$ cat src/rtl/pwmch_pkg.sv
package pwmch_pkg;

  // Default width of the shared period counter and of the duty value.
  localparam int unsigned DEF_CNT_W = 11;

  // Per-channel enable pair carried through both register stages.
  typedef struct packed {
    logic drv_en;  // positive drive allowed
    logic sd_en;   // stage released from shutdown
  } pwmch_en_t;

endpackage

$ cat src/rtl/pwmch_rst_sync.sv
module pwmch_rst_sync (
  input  logic clk_i,
  input  logic rst_ni,
  output logic rst_sync_no
);

  logic [1:0] stage_q;

  // Asserts asynchronously, deasserts after two clock edges.
  always_ff @(posedge clk_i or negedge rst_ni) begin
    if (!rst_ni) begin
      stage_q <= 2'b00;
    end else begin
      stage_q <= {stage_q[0], 1'b1};
    end
  end

  assign rst_sync_no = stage_q[1];

endmodule

$ cat src/rtl/pwmch_cfg_buf.sv
module pwmch_cfg_buf
  import pwmch_pkg::*;
#(
  parameter int unsigned CNT_W = DEF_CNT_W
) (
  input  logic             clk_i,
  input  logic             rst_ni,
  input  logic             load_i,
  input  logic             restart_i,
  input  pwmch_en_t        en_i,
  input  logic [CNT_W-1:0] duty_i,
  output pwmch_en_t        en_eff_o,
  output logic [CNT_W-1:0] duty_eff_o
);

  pwmch_en_t        sh_en_q,   sh_en_d;
  logic [CNT_W-1:0] sh_duty_q, sh_duty_d;
  pwmch_en_t        act_en_q,  act_en_d;
  logic [CNT_W-1:0] act_duty_q, act_duty_d;

  // Next-state: shadow follows the inputs under load, active follows shadow under restart.
  always_comb begin
    sh_en_d    = sh_en_q;
    sh_duty_d  = sh_duty_q;
    act_en_d   = act_en_q;
    act_duty_d = act_duty_q;
    if (load_i) begin
      sh_en_d   = en_i;
      sh_duty_d = duty_i;
    end
    if (restart_i) begin
      act_en_d   = sh_en_q;
      act_duty_d = sh_duty_q;
    end
  end

  always_ff @(posedge clk_i or negedge rst_ni) begin
    if (!rst_ni) begin
      sh_en_q    <= '0;
      sh_duty_q  <= '0;
      act_en_q   <= '0;
      act_duty_q <= '0;
    end else begin
      sh_en_q    <= sh_en_d;
      sh_duty_q  <= sh_duty_d;
      act_en_q   <= act_en_d;
      act_duty_q <= act_duty_d;
    end
  end

  // On the restart tick the value about to be promoted already governs.
  assign en_eff_o   = restart_i ? sh_en_q   : act_en_q;
  assign duty_eff_o = restart_i ? sh_duty_q : act_duty_q;

  assert_shadow_hold_R2 : assert property (@(posedge clk_i) disable iff (!rst_ni)
    !load_i |=> ($stable(sh_duty_q) && $stable(sh_en_q)));

  assert_active_hold_R3 : assert property (@(posedge clk_i) disable iff (!rst_ni)
    !restart_i |=> ($stable(act_duty_q) && $stable(act_en_q)));

  assert_restart_uses_shadow_R3 : assert property (@(posedge clk_i) disable iff (!rst_ni)
    (load_i && restart_i) |=> (act_duty_q == $past(sh_duty_q)));

endmodule

$ cat src/rtl/pwmch_out_stage.sv
module pwmch_out_stage
  import pwmch_pkg::*;
#(
  parameter int unsigned CNT_W = DEF_CNT_W
) (
  input  logic             clk_i,
  input  logic             rst_ni,
  input  logic [CNT_W-1:0] count_i,
  input  logic [CNT_W-1:0] duty_i,
  input  pwmch_en_t        en_i,
  input  logic             failsafe_i,
  output logic             drive_o,
  output logic             gate_o
);

  logic below_match;

  assign below_match = (count_i < duty_i);

  // Failsafe overrides combinationally; no register on this path.
  always_comb begin
    drive_o = 1'b0;
    gate_o  = 1'b0;
    if (!failsafe_i) begin
      drive_o = en_i.drv_en & below_match;
      gate_o  = en_i.sd_en;
    end
  end

  assert_failsafe_off_R6 : assert property (@(posedge clk_i) disable iff (!rst_ni)
    failsafe_i |-> (!drive_o && !gate_o));

  assert_low_at_match_R4 : assert property (@(posedge clk_i) disable iff (!rst_ni)
    (count_i == duty_i) |-> !drive_o);

  assert_drive_needs_enable_R4 : assert property (@(posedge clk_i) disable iff (!rst_ni)
    drive_o |-> en_i.drv_en);

endmodule

$ cat src/rtl/pwm_halfbridge_chan.sv
module pwm_halfbridge_chan
  import pwmch_pkg::*;
#(
  parameter int unsigned CNT_W = DEF_CNT_W
) (
  input  logic             clk_i,
  input  logic             rst_ni,
  input  logic [CNT_W-1:0] count_i,
  input  logic             restart_i,
  input  logic             load_i,
  input  logic [CNT_W-1:0] duty_i,
  input  logic             drv_en_i,
  input  logic             sd_en_i,
  input  logic             failsafe_i,
  output logic             drive_o,
  output logic             gate_o
);

  logic             rst_sync_n;
  pwmch_en_t        en_in;
  pwmch_en_t        en_eff;
  logic [CNT_W-1:0] duty_eff;

  assign en_in.drv_en = drv_en_i;
  assign en_in.sd_en  = sd_en_i;

  pwmch_rst_sync u_rst (
    .clk_i       (clk_i),
    .rst_ni      (rst_ni),
    .rst_sync_no (rst_sync_n)
  );

  pwmch_cfg_buf #(.CNT_W(CNT_W)) u_buf (
    .clk_i      (clk_i),
    .rst_ni     (rst_sync_n),
    .load_i     (load_i),
    .restart_i  (restart_i),
    .en_i       (en_in),
    .duty_i     (duty_i),
    .en_eff_o   (en_eff),
    .duty_eff_o (duty_eff)
  );

  pwmch_out_stage #(.CNT_W(CNT_W)) u_out (
    .clk_i      (clk_i),
    .rst_ni     (rst_sync_n),
    .count_i    (count_i),
    .duty_i     (duty_eff),
    .en_i       (en_eff),
    .failsafe_i (failsafe_i),
    .drive_o    (drive_o),
    .gate_o     (gate_o)
  );

  // nothing drives while the block is held in reset.
  assert_reset_quiet_R1 : assert property (@(posedge clk_i)
    !rst_sync_n |-> (!drive_o && !gate_o));

endmodule

$ cat config.mk
export PLATFORM = sky130hd
export DESIGN_NAME = pwm_halfbridge_chan
export DESIGN_NICKNAME = d
export VERILOG_FILES = /design/src/rtl/pwmch_pkg.sv /design/src/rtl/pwmch_rst_sync.sv /design/src/rtl/pwmch_cfg_buf.sv /design/src/rtl/pwmch_out_stage.sv /design/src/rtl/pwm_halfbridge_chan.sv
export SDC_FILE = /design/constraint.sdc
export NUM_CORES = 1
export LEC_CHECK = 0
export ABC_AREA = 1
export BUFFER_PORTS_ARGS = -buffer_cell sky130_fd_sc_hd__buf_2
export CORE_ASPECT_RATIO = 0.75
export CORE_MARGIN = 1
export CORE_UTILIZATION = 45
export CTS_CLUSTER_DIAMETER = 60
export CTS_CLUSTER_SIZE = 10
export DETAILED_ROUTE_END_ITERATION = 8
export GPL_TIMING_DRIVEN = 0
export MAX_ROUTING_LAYER = met4
export PLACE_DENSITY_LB_ADDON = 0.05
export SLEW_MARGIN = 25
export SYNTH_ARGS = -nofsm -noshare
export SYNTH_HDL_FRONTEND = slang
export SYNTH_SLANG_ARGS = --single-unit
$ cat constraint.sdc
create_clock -name clk_i -period 3.65 [get_ports clk_i]
set_input_delay 0.73 -clock clk_i [delete_from_list [all_inputs] [get_ports clk_i]]
set_output_delay 0.73 -clock clk_i [all_outputs]
set_load 0.05 [all_outputs]
# ---- Word-level counts from Yosys, hierarchy flattened
# Cells that the tools add are included.
dict set report classes {
  n_bitwise 1
  mux 4
  magnitude_cmp 1
}
# cell count
set op_table {}
lappend op_table {{11-bit < comparator} 1}
lappend op_table {{11-bit 2-to-1 mux} 1}
lappend op_table {{1-bit 2-to-1 mux} 2}
lappend op_table {{2-bit 2-to-1 mux} 1}
lappend op_table {{1-bit bitwise AND} 1}
dict set report word_totals {
  ff_bits 28
  in_bits 29
  elab_cells 13
}

# ---- Logic depth before layout (Yosys ltp)
# Gate-level depths: netlist of the first run.
dict set report logic_depth {
  depth_word 4
  mapped_depth 11
  depth_no_buf 11
}

# ---- Cells and area by module
# From an unflattened synthesis of the first run, not the netlist that was laid out.
dict set report hier_totals {
  cells_unflattened 166
  area_unflattened_um2 1341.3
}
# mod n_inst seq_area_each_um2 cells_each area_each_um2
set by_module_without_submodules {}
lappend by_module_without_submodules {pwmch_cfg_buf 1 650.6 110 988.4}
lappend by_module_without_submodules {pwmch_out_stage 1 0.0 53 299.0}
lappend by_module_without_submodules {pwmch_rst_sync 1 50.0 3 53.8}

# ---- Least setup slack after synthesis of the first run
# Ideal clock, no wire load.
dict set report synth_timing {
  kind {in2out}
  from {input port restart_i}
  to {output port drive_o}
  cell_stages 10
  t_arrival_ns 2.322
  setup_slack_ns 0.598
  cell_sequence {clkbuf_2 o21ai_0 ha_1 nand2_1 nand2_1 inv_1 nand2_1 nor2_1 nand2_1 nor2_1}
}
dict set report synth_between {
  elab_chain_len 4
  word_cells_on_any_way 5
}
# item line_no
set synth_rtl {}
lappend synth_rtl {{start: declaration} pwm_halfbridge_chan.sv:9} ;# input logic restart_i,
lappend synth_rtl {{11-bit 2-to-1 mux} pwmch_cfg_buf.sv:53} ;# assign duty_eff_o = restart_i ? sh_duty_q : act_duty_q;
lappend synth_rtl {{11-bit < comparator} pwmch_out_stage.sv:18} ;# assign below_match = (count_i < duty_i);
lappend synth_rtl {{1-bit bitwise AND (*)} pwmch_out_stage.sv:25} ;# drive_o = en_i.drv_en & below_match;
lappend synth_rtl {{1-bit 2-to-1 mux (*)} pwmch_out_stage.sv:24} ;# if (!failsafe_i) begin
lappend synth_rtl {{end: declaration} pwm_halfbridge_chan.sv:15} ;# output logic drive_o,
# Mark *: on every way between the ends. The rest lies on a longest branch, timed or not.

# ---- Worst setup path after layout of the first run
# Same ends and word-level chain as after synthesis.

==> flow_summary.ini, run 1 <==
[clock_tree]
clock_sinks = 28
post_cts_resized = 0
clockBufferDepth = 2
clk_transition_reported_paths_ps = 90
htree_levels = 1
cts_inserted_buffers = 3
cts_root_buf = clkbuf_8
cts_tree = yes
cts_setup_buffers = 0
insertion_delay_ps = 270
cts_hold_buf = 0

[yosys]
yosysWarnings = 0
ys_ff_latch = 28
synthesis.area_sq_um = 1311
synthesis.nets = 192
yosysTopAreaCell = dfrtp_1
synth-compound-area-share = 0.1097
synthDistinctLibCells = 16
synthCells = 153
synthTopCellsByArea = dfrtp_1 53%, nand2_1 13%, ha_1 9.5%
avgSynthCellArea_sq_um = 8.570
synth_xor_area_frac = 0
synth_top_family_by_area = simple AND/OR/NAND/NOR gates
ys_seq_area_frac = 0.5344
synth_top_cell_area_share = 0.5344
synth_fa_ha_area_frac = 0.09542
muxShareOfSynthArea = 0.008588
synthSimpleGateAreaFrac = 0.1517

[sta]
setup_viol = 0
drv_slew = 0
setup_ws_ps = 585.6
rsz0062_at_grt = no
clock.fmax_mhz = 326.3
tightest_slew_ps = 559.9
maxSlewHeadroom = 0.6267
finClkSkew_ps = 2.088
hold_viol = 0
finalCriticalPeriod_ps = 3064
period_share = 0.8396
tns_ps = 0

[floorplan]
die_h_microns = 48.75
rows = 16
initial_utilization = 0.4888
dieArea_sq_um = 3136
fp.coreArea_sq_um = 2683
ios = 31
dieWidth_microns = 64.33

[routing]
vias_per_cell = 4.592
first_pass_iters = 4
ant_nets = 0
drt_iter0_markers = 25
wirelength_mm = 2.473
wire_per_inst_microns = 11.09
route.detailed.drc = 0
vias = 1024

[worst_setup_path]
r2r_start = u_buf.act_duty_q[8]
cp.required_ps = 2920
path_depth = 10
crit_top_cell = nor2_1
crit_fanout = 10
path_class = in -> out
start_kind = input port
max_stage_delay_ps = 310
rr_worst_depth = 2
r2r-end = u_buf.act_duty_q[8]
cp_data_arrival_time_ps = 2330
slowest_stage = ha_1
path_buf_inv = 3
end_kind = output port
rrSetupSlack_ps = 2810
cp-startpoint = restart_i
worstPathCellList = buf_2 -> clkbuf_2 -> o21ai_0 -> ha_1 -> a21oi_1 -> nor2_1 -> nor2_1 -> nand2_1 -> nor2_1 -> buf_2
cp_top_family = buffers and inverters
setup.worst_path.end = drive_o

[cells_and_area]
fin_nets = 227
final_area_sq_um = 1563
syn_to_final_growth_pct = 19.18
final_cell_mix = 44 x nand2_1, 32 x buf_2, 28 x inv_1, 27 x dfrtp_1, 22 x o21ai_0
final_common_cell = nand2_1
drive_gt1_frac = 0.2193
antenna_cells = 0

[global_route]
grt_max_degree = 27
grt-ovfl-total = 0
grt_pass1_vias = 1003
track_usage = 0.1818
antenna_found_initial = 0
grt_pass1_wl_mm = 4.146

[status]
status = completed

[place]
place_area_sq_um = 1506
hpwl_mm = 1.997
globalplace.congestion = 0.7381
portBuffers = 30
pre_cts_ws_ps = 600.9

[power_and_ir_drop]
p_leak_uw = 0.0008730
p_per_area_nw_per_um2 = 415.5
irDropWorstVdd_v = 0.0001905

[job]
maxCapViolations = 0

[min_path]
hold_class = in -> async
## worst min-delay path by stage
| stage | startpoint | endpoint | slack [ps] | depth (start not counted) |
|---|---|---|---|---|
| detailed placement | u_rst.stage_q[0] | u_rst.stage_q[1] | 370 | 0 |
| finish | rst_ni | u_rst.stage_q[0] | 230 | 1 |
| global placement | u_rst.stage_q[0] | u_rst.stage_q[1] | 340 | 0 |
| CTS | rst_ni | u_rst.stage_q[0] | 220 | 1 |
| global route | rst_ni | u_rst.stage_q[0] | 210 | 1 |
| floorplan | u_rst.stage_q[1] | u_buf.act_duty_q[0] | 330 | 0 |
## cell type report
type                    count  area [sq um]
fillers                   267          1120
clock buffers               4         55.05
multi-input cells          92         483.0
inverters                  29         108.9
well taps                  36         45.04
plain buffers               4         18.77
flip-flops and latches     28         701.9
repair buffers             30         150.1
## stage by stage
step,util,std cells,power (uW),hold slack (ps)
global route,0.5826,223,692.5,210.8
detailed placement,0.5616,219,472.1,366.1
floorplan,-,153,430.6,331.2
global placement,0.5616,219,464.8,340.1
CTS,0.5821,223,659.7,222.9
finish,0.5826,223,649.3,231.2
## state kept, by name (all words and copies together), names as in the netlist
signal and cells:
u_buf.act_duty_q 11, u_buf.sh_duty_q 11, u_buf.act_en_q 2, u_buf.sh_en_q 2, u_rst.stage_q 2
## logic make-up (layout without fill, tap and decap cells)
logic type	after synthesis	in the layout
compound gates	28	28
mux	1	1
flops	28	28
other cells	1	1
simple gates	52	52
fa+ha+maj	10	10
buf+inv	33	67
## synth_stat cells
library cell and n:
nand2_1 44, dfrtp_1 28, inv_1 28, o21ai_0 22, ha_1 10, nor2_1 6
a21oi_1 5, buf_2 2, and2_1 1, clkbuf_1 1, clkbuf_2 1, conb_1 1
inv_2 1, mux2_2 1, nand3_1 1, o21ai_2 1
## routing by layer
layer,GRT usage,part of all wire,vias to the layer above
met3,0.05189,0.049,2
met5,-,0,-
met4,0.05556,0.0089,0
met1,0.2338,0.48,464
met2,0.2789,0.46,24
li1,-,-,534
## power by group
| group | switching (uW) | internal [uW] | leakage (uW) | total (uW) |
|---|---|---|---|---|
| Combinational | 67.5 | 43.9 | 0.000515 | 111 |
| Clock | 88.5 | 96.4 | 0.0000288 | 185 |
| Sequential | 13.1 | 340 | 0.000330 | 353 |
| Total | 169 | 480 | 0.000873 | 649 |
No activity file was read; power rests on OpenSTA's default activity.
==> run 2, diff against run 1 <==
==> constraint.sdc (replaced) <==
create_clock -name clk_i -period 2.5 [get_ports clk_i]
set_input_delay 0.5 -clock clk_i [delete_from_list [all_inputs] [get_ports clk_i]]
set_output_delay 0.5 -clock clk_i [all_outputs]
set_load 0.05 [all_outputs]
==> run 2 against run 1 <==
Critical path depth up 1. Utilization up 2.4 points. Combinational power up 61%. Clock power up 49%. Routed wire length up 0.32%. Via count down 1.9%. Non-clock buffer count up 1. Sequential power up 47%. Critical path type unchanged.
==> flow_summary.ini, run 2 (same netlist as run 1, synthesis figures left out) <==
[worst_setup_path]
path_class = in -> out
r2r_start = u_buf.act_duty_q[3]
cp.required_ps = 2000
start_kind = input port
rrSetupSlack_ps = 1670
r2r-end = u_buf.act_duty_q[3]
end_kind = output port
crit_fanout = 10
rr_worst_depth = 2
cp_data_arrival_time_ps = 1900

[power_and_ir_drop]
p_per_area_nw_per_um2 = 597.7
p_seq_frac = 0.533
internal_power_uw = 712.3
p_comb_frac = 0.185
clkPwrFrac = 0.283
p_leak_uw = 0.0008856
irDropWorstVdd_v = 0.0002227
p_sw_frac = 0.2673
p_switching_uw = 259.8

[sta]
period_share = 0.9609
clock.fmax_mhz = 416.3
tightest_slew_ps = 561.5
setup_viol = 0
finalCriticalPeriod_ps = 2402
hold_viol = 0
maxSlewHeadroom = 0.6257
finClkSkew_ps = 1.594
drv_slew = 0

[routing]
first_pass_iters = 4
vias = 1005
ant_nets = 0
drt_iter0_markers = 47
wirelength_mm = 2.481
vias_per_cell = 4.487
route.detailed.drc = 0
wire_per_inst_microns = 11.08

[cells_and_area]
syn_to_final_growth_pct = 24.05
fin_nets = 228
drive_gt1_frac = 0.2500
final_area_sq_um = 1627
final_cell_mix = 43 x nand2_1, 30 x buf_2, 28 x inv_1, 27 x dfrtp_1, 15 x o21ai_0
multi_input_area_sq_um = 518.0
antenna_cells = 0
final-seq-area_sq_um = 701.9
top_regs = u_buf.act_duty_q (11), u_buf.sh_duty_q (11)
n_fill_cell = 260
final_common_cell = nand2_1
finalCoreUtilization = 0.6063

[place]
hpwl_mm = 1.963
place_area_sq_um = 1509
globalplace.congestion = 0.7883
portBuffers = 30

[global_route]
grt_max_degree = 27
grt_pass1_wl_mm = 4.015
grt_pass1_vias = 922
grt-ovfl-total = 0
track_usage = 0.1729
antenna_found_initial = 0

[floorplan]
rows = 16
fp.coreArea_sq_um = 2683
dieWidth_microns = 64.33
dieArea_sq_um = 3136
die_h_microns = 48.75
initial_utilization = 0.4888
ios = 31

[status]
status = completed

[clock_tree]
insertion_delay_ps = 270
htree_levels = 1
clock_sinks = 28
clockBufferDepth = 2
cts_setup_buffers = 0
cts_inserted_buffers = 3
clk_transition_reported_paths_ps = 90
cts_root_buf = clkbuf_8
cts_tree = yes

[job]
maxCapViolations = 0

[min_path]
hold_class = reg -> async
==> run 2: cell count changes in the layout (fill, tap and decap cells not counted) <==
cell,delta
ha_4,+1
o21ai_0,-7
o21ai_1,+5
o21ai_4,+1
nand2_1,-1
clkbuf_2,-1
nand2_2,+1
dlygate4sd3_1,+1
nor2_2,+2
nor2_1,-2
o21ai_2,+1
buf_2,-2
buf_6,+3
ha_1,-1
==> run 2: final cells by class <==
cell class	count	area share
flip-flops and latches	28	0.4315
multi-input cells	92	0.3185
clock buffers	4	0.03385
inverters	29	0.06692
plain buffers	4	0.01923
repair buffers	31	0.1023
well taps	36	0.02769
==> run 2: worst max path at each step <==
stage / startpoint / to / slack, ps / depth (start not counted)
4_1_cts: restart_i / drive_o / 10 / 11
3_3_place_gp: restart_i / drive_o / -80 / 10
2_1_floorplan: restart_i / drive_o / 120 / 10
6_report: restart_i / drive_o / 100 / 11
5_1_grt: restart_i / drive_o / -20 / 11
3_5_place_dp: restart_i / drive_o / -140 / 12
==> run 2: what timing repair did <==
item | in CTS | in global routing
resized for setup | 8 | 12
endpoints found under the hold margin | 2 | 0
pin swaps | 0 | 0
hold buffers | 1 | 0
endpoints found under the setup margin | 1 | 1
==> run 2: power by group through the flow <==
stage               registers, uW  logic [uW]  clock network (uW)
finish                        518         179                 275
global route                  523         207                 295
CTS                           517         170                 282
detailed placement            525         165                   0
global placement              523         156                   0
floorplan                     519         110                   0
==> run 2: worst max-delay path: stages <==
cell and delay (ps):
buf_2 150, buf_6 150, nand2_1 70, o21ai_1 120, ha_1 280, a21oi_1 130, nor2_1 50, nor2_1 100
nand2_1 70, nor2_2 110, buf_6 160
==> run 2: through the flow <==
step	std cells	total power (uW)	hold slack, ps	setup WS, ps	setup TNS (ps)
2_1_floorplan	153	629.3	204.4	121.3	0
3_3_place_gp	219	679.0	283.9	-79.78	-79.78
3_5_place_dp	219	690.2	285.5	-144.5	-144.5
4_1_cts	224	968.8	366.1	14.34	0
5_1_grt	224	1026	319.4	-18.99	-18.99
6_report	224	972.2	264.3	97.70	0
==> run 2: layer usage <==
layer,track usage,wire length [microns]
met3,0.02830,109
met2,0.2474,1070
met5,-,0
met4,0.06667,39
met1,0.2462,1262
==> run 3, diff against run 2 <==
--- a/config.mk
+++ b/config.mk
@@ -6,16 +6,18 @@
 export NUM_CORES = 1
 export LEC_CHECK = 0
 export ABC_AREA = 1
-export BUFFER_PORTS_ARGS = -buffer_cell sky130_fd_sc_hd__buf_2
+export CELL_PAD_IN_SITES_DETAIL_PLACEMENT = 1
+export CELL_PAD_IN_SITES_GLOBAL_PLACEMENT = 1
 export CORE_ASPECT_RATIO = 0.75
 export CORE_MARGIN = 1
-export CORE_UTILIZATION = 45
+export CORE_UTILIZATION = 40
 export CTS_CLUSTER_DIAMETER = 60
 export CTS_CLUSTER_SIZE = 10
 export DETAILED_ROUTE_END_ITERATION = 8
+export DONT_BUFFER_PORTS = 1
 export GPL_TIMING_DRIVEN = 0
 export MAX_ROUTING_LAYER = met4
-export PLACE_DENSITY_LB_ADDON = 0.05
+export PLACE_DENSITY_LB_ADDON = 0.1
 export SLEW_MARGIN = 25
 export SYNTH_ARGS = -nofsm -noshare
 export SYNTH_HDL_FRONTEND = slang
==> run 3 against run 2 <==
Cell area down 10%. Non-clock buffer count down 30. Largest power group unchanged. Critical path type unchanged. Clock skew up 3.2 ps. Largest cell class unchanged. Register-to-register slack worse by 20 ps.
==> flow_summary.ini, run 3 (same netlist as run 1, synthesis figures left out) <==
[status]
status = completed

[global_route]
grt_max_degree = 27
busiest_layer = met2
grt_use_met3 = 0.02632
grt_util_met2 = 0.3088
antenna_found_initial = 0
grt_pass1_wl_mm = 4.830
grt_pass1_vias = 1028
track_usage = 0.1986
grt-ovfl-total = 0
gr-usage-met1 = 0.2647

[cells_and_area]
top_regs = u_buf.act_duty_q (11), u_buf.sh_duty_q (11)
layout.cells.non_filler = 196
drive_gt1_frac = 0.09494
final_common_cell = nand2_1
final_area_sq_um = 1460
syn_to_final_growth_pct = 11.35
antenna_cells = 0
fin_nets = 198
n_fill_cell = 368
final_cell_mix = 44 x nand2_1, 28 x inv_1, 27 x dfrtp_1, 17 x o21ai_0, 10 x ha_1

[sta]
period_share = 0.9462
setup_viol = 0
finalCriticalPeriod_ps = 2365
setup_ws_ps = 134.5
finClkSkew_ps = 4.799
hold_viol = 0
drv_slew = 0
tightest_slew_ps = 1030
clock.fmax_mhz = 422.7
maxSlewHeadroom = 0.3153

[clock_tree]
clock_sinks = 28
cts_root_buf = clkbuf_8
clk_transition_reported_paths_ps = 90
cts_tree = yes
cts_inserted_buffers = 3
insertion_delay_ps = 280
cts_setup_buffers = 0
htree_levels = 1
clockBufferDepth = 2

[routing]
vias = 945
vias_per_cell = 4.821
drt_iter0_markers = 30
route.detailed.drc = 0
first_pass_iters = 3
wire_per_inst_microns = 14.13
wirelength_mm = 2.769
ant_nets = 0

[place]
hpwl_mm = 2.180
globalplace.congestion = 0.7217
pre_cts_ws_ps = -118.3
dp.cells = 191
place_area_sq_um = 1361
portBuffers = 0

[worst_setup_path]
path_depth = 6
max_stage_delay_ps = 310
path_class = in -> out
r2r_start = u_buf.sh_duty_q[7]
crit_fanout = 10
path_buf_inv = 1
worstPathCellList = clkbuf_2 -> o21ai_0 -> ha_1 -> a21oi_1 -> a21oi_1 -> nor2_4
crit_top_cell = a21oi_1
cp.required_ps = 2000
cp_top_family = compound AO/OA/AOI/OAI gates
slowest_stage = o21ai_0
start_kind = input port
end_kind = output port
rr_worst_depth = 4
rrSetupSlack_ps = 1650
r2r-end = u_buf.act_duty_q[7]
cp_data_arrival_time_ps = 1870

[floorplan]
ios = 31
dieArea_sq_um = 3513
dieWidth_microns = 68.11
die_h_microns = 51.59
fp.coreArea_sq_um = 3020
initial_utilization = 0.4341
rows = 17

[power_and_ir_drop]
irDropWorstVdd_v = 0.0002401
p_leak_uw = 0.0007693
p_per_area_nw_per_um2 = 697.9

[job]
maxCapViolations = 0

[min_path]
hold_class = reg -> async
==> run 3: power breakdown <==
part           internal (uW)  switching, uW  leakage (uW)
combinational           51.5           97.0      0.000404
sequential               496           21.0      0.000330
clock                    215            139     0.0000357
total                    762            257      0.000769
==> run 3: worst max path at each step <==
stage | slack (ps) | startpoint | end
6_report | 130 | restart_i | drive_o
4_1_cts | 7 | restart_i | drive_o
3_5_place_dp | -120 | restart_i | drive_o
2_1_floorplan | 120 | restart_i | drive_o
5_1_grt | -0.5 | restart_i | drive_o
3_3_place_gp | -50 | restart_i | drive_o
==> run 3: layer usage <==
layer,share of wire,vias to the layer above
met5,0,-
met4,0.019,0
met3,0.037,5
met2,0.47,22
met1,0.47,444
li1,-,474
==> run 3: final cells by class <==
cell class                      instances  area [sq um]  area share
Sequential cell                        28         701.9      0.4807
Multi-Input combinational cell         92         501.7      0.3436
Inverter                               29         108.9     0.07455
Tap cell                               38         47.55     0.03256
Clock buffer                            3         41.29     0.02828
Clock inverter                          1         30.03     0.02057
Buffer                                  4         18.77     0.01285
Timing Repair Buffer                    1         10.01    0.006855
==> run 3: per-stage QoR <==
stage | setup TNS, ps | power [uW] | utilization | hold WS [ps]
floorplan | 0 | 629.3 | - | 204.4
global placement | -47.01 | 655.7 | 0.4507 | 204.5
detailed placement | -118.3 | 668.9 | 0.4507 | 204.5
CTS | 0 | 1025 | 0.4793 | 318.4
global route | -0.5096 | 1082 | 0.4834 | 309.3
finish | 0 | 1019 | 0.4834 | 257.7
==> run 3: repair_timing <==
item / 4_1_cts / 5_1_grt
pin swaps: 0 / 2
setup endpoints to repair: 1 / 1
resized for setup: 1 / 8
hold buffers: 1 / 0
endpoints found under the hold margin: 2 / 0
